### src/rtl/bops_pkg.sv
// Package: shared widths and the operation code type of the bank/operation
// sequencer. Assumes operation counts fit in PER_W bits.
package bops_pkg;
    localparam int PER_W_DEF = 32;   // width of every programmed period
    localparam int ROWS_DEF  = 64;   // rows per weight bank

    typedef enum logic {
        OP_INIT  = 1'b0,             // C = A x B
        OP_ACCUM = 1'b1              // C = C + A x B
    } op_code_e;
endpackage

### src/rtl/bops_toggle.sv
// Module: period toggle. Counts advance strobes and inverts its select after
// every PERIOD strobes; a zero period freezes the select. Assumes restart
// and reset load the select from start_val and clear the count.
module bops_toggle #(
    parameter int PER_W = 32
) (
    input  logic             clk,
    input  logic             rst_n,
    input  logic             restart,
    input  logic             start_val,
    input  logic             adv,
    input  logic [PER_W-1:0] period,
    output logic             sel,
    output logic             wrap
);
    logic [PER_W-1:0] cnt_q;
    logic             last;

    // Last strobe of the current period.
    always_comb begin
        last = (period != '0) && (cnt_q == period - 1'b1);
        wrap = adv && last;
    end

    // Count strobes and invert the select at the period boundary.
    always_ff @(posedge clk) begin
        if (!rst_n || restart) begin
            cnt_q <= '0;
            sel   <= start_val;
        end else if (adv && (period != '0)) begin
            if (last) begin
                cnt_q <= '0;
                sel   <= ~sel;
            end else begin
                cnt_q <= cnt_q + 1'b1;
            end
        end
    end
endmodule

### src/rtl/bops_phase.sv
// Module: operation phase. Holds operation 0 for op0_per operations, then
// operation 1 for op1_per operations, and repeats. A zero op1_per keeps
// operation 0 forever. Assumes restart begins in operation 0.
module bops_phase
    import bops_pkg::*;
#(
    parameter int PER_W = 32
) (
    input  logic             clk,
    input  logic             rst_n,
    input  logic             restart,
    input  logic             adv,
    input  logic [PER_W-1:0] op0_per,
    input  logic [PER_W-1:0] op1_per,
    output op_code_e         op_code
);
    logic [PER_W-1:0] cnt_q;
    logic [PER_W:0]   cnt_nx;
    logic             end_ph;

    // Decide whether this operation closes the current phase.
    always_comb begin
        cnt_nx = {1'b0, cnt_q} + 1'b1;
        if (op_code == OP_INIT)
            end_ph = (cnt_nx >= {1'b0, op0_per});
        else
            end_ph = (cnt_nx >= {1'b0, op1_per});
    end

    // Advance the phase counter and swap phases at each phase end.
    always_ff @(posedge clk) begin
        if (!rst_n || restart) begin
            cnt_q   <= '0;
            op_code <= OP_INIT;
        end else if (adv) begin
            if (op_code == OP_INIT && op1_per == '0) begin
                cnt_q <= '0;
            end else if (end_ph) begin
                cnt_q   <= '0;
                op_code <= (op_code == OP_INIT) ? OP_ACCUM : OP_INIT;
            end else begin
                cnt_q <= cnt_nx[PER_W-1:0];
            end
        end
    end
endmodule

### src/rtl/bops_row.sv
// Module: row offset. Steps once per operation, wraps modulo ROWS and
// returns to zero when the weight period ends (clr together with adv).
module bops_row #(
    parameter int ROWS  = 64,
    parameter int ROW_W = $clog2(ROWS)
) (
    input  logic             clk,
    input  logic             rst_n,
    input  logic             restart,
    input  logic             adv,
    input  logic             clr,
    output logic [ROW_W-1:0] row
);
    localparam logic [ROW_W-1:0] ROW_LAST = ROW_W'(ROWS - 1);

    // Step, wrap or clear the row offset.
    always_ff @(posedge clk) begin
        if (!rst_n || restart)
            row <= '0;
        else if (adv) begin
            if (clr || row == ROW_LAST)
                row <= '0;
            else
                row <= row + 1'b1;
        end
    end
endmodule

### src/rtl/bank_op_sequencer.sv
// Module: top of the bank and operation period sequencer. Outputs describe
// the next operation/transfer; a strobe high at a clock edge consumes it.
// Assumes periods are held stable between restarts.
module bank_op_sequencer
    import bops_pkg::*;
#(
    parameter int PER_W = PER_W_DEF,
    parameter int ROWS  = ROWS_DEF,
    localparam int ROW_W = $clog2(ROWS)
) (
    input  logic             clk,
    input  logic             rst_n,
    input  logic             restart,
    input  logic             op_stb,
    input  logic             xfer_stb,
    input  logic [PER_W-1:0] wsw_per,
    input  logic [PER_W-1:0] op0_per,
    input  logic [PER_W-1:0] op1_per,
    input  logic [PER_W-1:0] asw_per,
    input  logic [PER_W-1:0] xsw_per,
    input  logic             wbank_start,
    input  logic             abank_start,
    input  logic             xfer_opposite,
    output logic             wbank_sel,
    output logic             abank_sel,
    output logic             op_sel,
    output logic             xbank_sel,
    output logic [ROW_W-1:0] row_off
);
    logic     w_wrap, a_wrap_unused, x_wrap_unused;
    logic     x_start;
    op_code_e op_code;

    // Transfer side starts on the write bank, or its opposite.
    always_comb x_start = abank_start ^ xfer_opposite;

    bops_toggle #(.PER_W(PER_W)) u_wbank (
        .clk(clk), .rst_n(rst_n), .restart(restart), .start_val(wbank_start),
        .adv(op_stb), .period(wsw_per), .sel(wbank_sel), .wrap(w_wrap)
    );

    bops_toggle #(.PER_W(PER_W)) u_abank (
        .clk(clk), .rst_n(rst_n), .restart(restart), .start_val(abank_start),
        .adv(op_stb), .period(asw_per), .sel(abank_sel), .wrap(a_wrap_unused)
    );

    bops_toggle #(.PER_W(PER_W)) u_xbank (
        .clk(clk), .rst_n(rst_n), .restart(restart), .start_val(x_start),
        .adv(xfer_stb), .period(xsw_per), .sel(xbank_sel), .wrap(x_wrap_unused)
    );

    bops_phase #(.PER_W(PER_W)) u_phase (
        .clk(clk), .rst_n(rst_n), .restart(restart), .adv(op_stb),
        .op0_per(op0_per), .op1_per(op1_per), .op_code(op_code)
    );

    bops_row #(.ROWS(ROWS)) u_row (
        .clk(clk), .rst_n(rst_n), .restart(restart), .adv(op_stb),
        .clr(w_wrap), .row(row_off)
    );

    // Present the operation code as a plain bit.
    always_comb op_sel = (op_code == OP_ACCUM);
endmodule

### config.mk
export PLATFORM = sky130hd
export DESIGN_NAME = bank_op_sequencer
export DESIGN_NICKNAME = d
export VERILOG_FILES = /design/src/rtl/bops_pkg.sv /design/src/rtl/bops_toggle.sv /design/src/rtl/bops_phase.sv /design/src/rtl/bops_row.sv /design/src/rtl/bank_op_sequencer.sv
export SDC_FILE = /design/constraint.sdc
export NUM_CORES = 1
export LEC_CHECK = 0
export BUFFER_PORTS_ARGS = -buffer_cell sky130_fd_sc_hd__buf_2
export CAP_MARGIN = 20
export CORE_ASPECT_RATIO = 1.2
export CORE_MARGIN = 2
export CORE_UTILIZATION = 49
export DETAILED_ROUTE_END_ITERATION = 8
export GPL_ROUTABILITY_DRIVEN = 0
export PLACE_DENSITY_LB_ADDON = 0.08
export SETUP_SLACK_MARGIN = 0.3
export SYNTH_ARGS = -nofsm -noshare
export SYNTH_HDL_FRONTEND = slang
export SYNTH_SLANG_ARGS = --single-unit
### constraint.sdc
create_clock -name clk -period 5.55 [get_ports clk]
set_clock_uncertainty 0.05 [all_clocks]
set_input_delay 0.2775 -clock clk [delete_from_list [all_inputs] [get_ports clk]]
set_output_delay 0.2775 -clock clk [all_outputs]
set_load 0.01 [all_outputs]
==> impl_metrics.tcl <==
set metrics [dict create \
    status "completed" \
    max_cap_viol_count 0 \
    grt_usage 0.249 \
    h-tree-depth 4 \
    end_kind "register" \
    syn_area_per_cell_um2 7.79 \
    clockBufferDepth 2 \
    synth_area_mm2 0.0118 \
    final_hold_viol_count 0 \
    syn-num-nets 1765 \
    drtAntennaViolNets 0 \
    insertion_delay_ps 420 \
    yosys.area.top_type "dfxtp_1" \
    r2r_setup_slack_ps 810 \
    antenna_found_initial 0 \
    max_freq_mhz 211 \
    tns_ps 0 \
    netlist_instances 1522 \
    maxSlewViolCount 0 \
    final_common_cell "buf_2" \
    rows 62 \
    synth_area_leaders "dfxtp_1, xor2_1, ha_1" \
    critPathRequiredTime_ps 5800 \
    fin_util 0.568 \
    synth-async-reset-ratio 0 \
    synth-main-ff-cell "dfxtp_1" \
    fillers 2312 \
    diodes 0 \
    worst_pin_slew_ps 811 \
    drc_errors 0 \
    cts_tree "yes" \
    synth.top_cell.area_share 0.228 \
    grt_pass1_wl_um 52900 \
    clkTransAtPathRegs_ps 60 \
    setup_violations 0 \
    overflow 0 \
    dieWidth_um 146 \
    synth-seq-area-share 0.236 \
    wl_um 32000 \
    cp-start-kind "register" \
    dp_slack_ps 393 \
    setup_ws_ps 808 \
    synthToLayoutAreaGrowth_pct 14.1 \
    firstDrtPassIters 5 \
    final_cell_mix "buf_2, nor2_1, dfxtp_1, xor2_1, xnor2_1" \
    crit_path_max_fanout 13 \
    root_buffer "clkbuf_16" \
    final_nets 1909 \
    die_y_um 174 \
    wl_per_cell_um 16.0 \
    peakVddDrop_uv 212 \
    post-route-period-util 0.854 \
    post_drt_via_cell_ratio 5.83 \
    stdcell_area_mm2 0.0135 \
    coreArea_mm2 0.0238 \
    cp.arrival_ps 5000 \
    fp.dieArea_mm2 0.0254 \
    power_density_mw_per_mm2 178 \
    yosys_warnings 0 \
    synth_edf_count 3 \
    vias 11600 \
    post-dp-hpwl_um 25200 \
    cts.sinks 138 \
    hold_path.class "input port to register" \
    ys_ff_latch 138 \
    pin_count 178 \
    leakagePower_nw 5.40 \
    grt_pass1_vias 10900 \
    hold_ws_ps 110 \
    drive_gt1_frac 0.158 \
    portBuffers 177 \
    numCtsBuffers 17 \
    slew_headroom 0.455 \
    yosysUniqueCellTypes 81 \
    period_minus_slack_ps 4740 \
    rsz0062_at_grt "no" \
    drtIter0Drc 600 \
    grt_max_degree 41 \
    start_util 0.498 \
    critPathKind "register to register" \
    postPlaceCellArea_mm2 0.0129 \
]
-- path summary, 6_finish.rpt --
path	endpoint	from	depth (start not counted)
setup / recovery	u_phase.cnt_q[19]$_SDFFE_PN0P_	u_phase.cnt_q[0]$_SDFFE_PN0P_	16
hold / removal	u_wbank.sel$_DFFE_PP_	wbank_start	3
setup reg to reg	u_phase.cnt_q[19]$_SDFFE_PN0P_	u_phase.cnt_q[0]$_SDFFE_PN0P_	16
hold reg to reg	u_phase.cnt_q[9]$_SDFFE_PN0P_	u_phase.cnt_q[9]$_SDFFE_PN0P_	1
-- per-stage QoR --
stage / total power [mW] / instances
floorplan: 1.21 / 1522
global placement: 1.34 / 1965
detailed placement: 1.35 / 1965
CTS: 2.42 / 1997
global route: 2.50 / 1999
finish: 2.40 / 1999
-- cells by family after synthesis --
kind of cell | share of synthesized area
AOI/OAI and AO/OA | 0.119
xor gates and xnor gates | 0.169
adders and majority gates | 0.0792
buffers and inverters | 0.0565
DFF | 0.236
muxes | 0.0166
and+or+nand+nor | 0.324
-- power breakdown --
| part | leakage, nW | internal [mW] | switching [mW] |
|---|---|---|---|
| clock | 0.259 | 0.626 | 0.447 |
| combinational | 4.02 | 0.135 | 0.190 |
| sequential | 1.12 | 1.00 | 0.00492 |
| total | 5.40 | 1.76 | 0.642 |
-- critical path: stages (launching register included) --
cell	delay (ps)
dfxtp_1	420
ha_1	230
and4_1	260
or4b_4	540
or4_1	550
nand2_1	100
nand2_1	100
ha_1	320
nand4_1	180
nor4_1	540
a221o_1	240
a211o_1	140
a211oi_2	50
o21ba_4	290
buf_4	190
and3_1	180
a221o_1	250
-- layout make-up --
type                       instances  area (um2)  share of cell area
clock buffer                      21         450              0.0333
timing repair buffer             191        1000              0.0742
multi-input combinational       1225        8430               0.623
sequential                       138        2790               0.207
inverter                          93         349              0.0258
tap                              320         400              0.0296
clock inverter                    11        97.6             0.00722
-- cell usage after synthesis (6+ instances only) --
cell type  instances
a22o_1            22
nor2b_1           19
a21oi_1           38
and3_1            40
nor3_1            79
or3_1             18
ha_1              75
a21boi_0           6
nor4b_1            7
nand4_1           77
o31ai_1            7
buf_2             13
and2_1             6
mux2i_1           14
and4_1            14
a31oi_1            7
o211ai_1           6
buf_6              6
a211oi_1          12
inv_1             93
nor2_2            10
nor3b_1            9
nand2b_1          15
nor4_1            49
nand3_1           76
nor2_1           136
dfxtp_1          135
or4_1             19
a221o_1            7
nand2_1           97
clkbuf_1          45
nand3b_1           6
xor2_1           126
xnor2_1          103
o21ai_0           37
-- what timing repair did --
action	4_1_cts	5_1_grt
hold buffers	0	0
setup endpoints to repair	0	32
gates resized for setup	0	5
buffers inserted	0	2
-- routing by layer --
layer  up-vias  global-route usage  part of all wire
li1       5800                   -                 -
met1      5526               0.316              0.45
met2       279               0.435              0.48
met3        43              0.0386             0.051
met4         0              0.0756             0.018
met5         -                   0                 0
-- registers in the layout, indices dropped and copies added (netlist names) --
name,flops
u_abank.cnt_q,32
u_phase.cnt_q,32
u_wbank.cnt_q,32
u_xbank.cnt_q,32
u_row.row,6
u_abank.sel,1
u_phase.op_code,1
u_wbank.sel,1
u_xbank.sel,1
No activity file was read; power rests on OpenSTA's default activity.
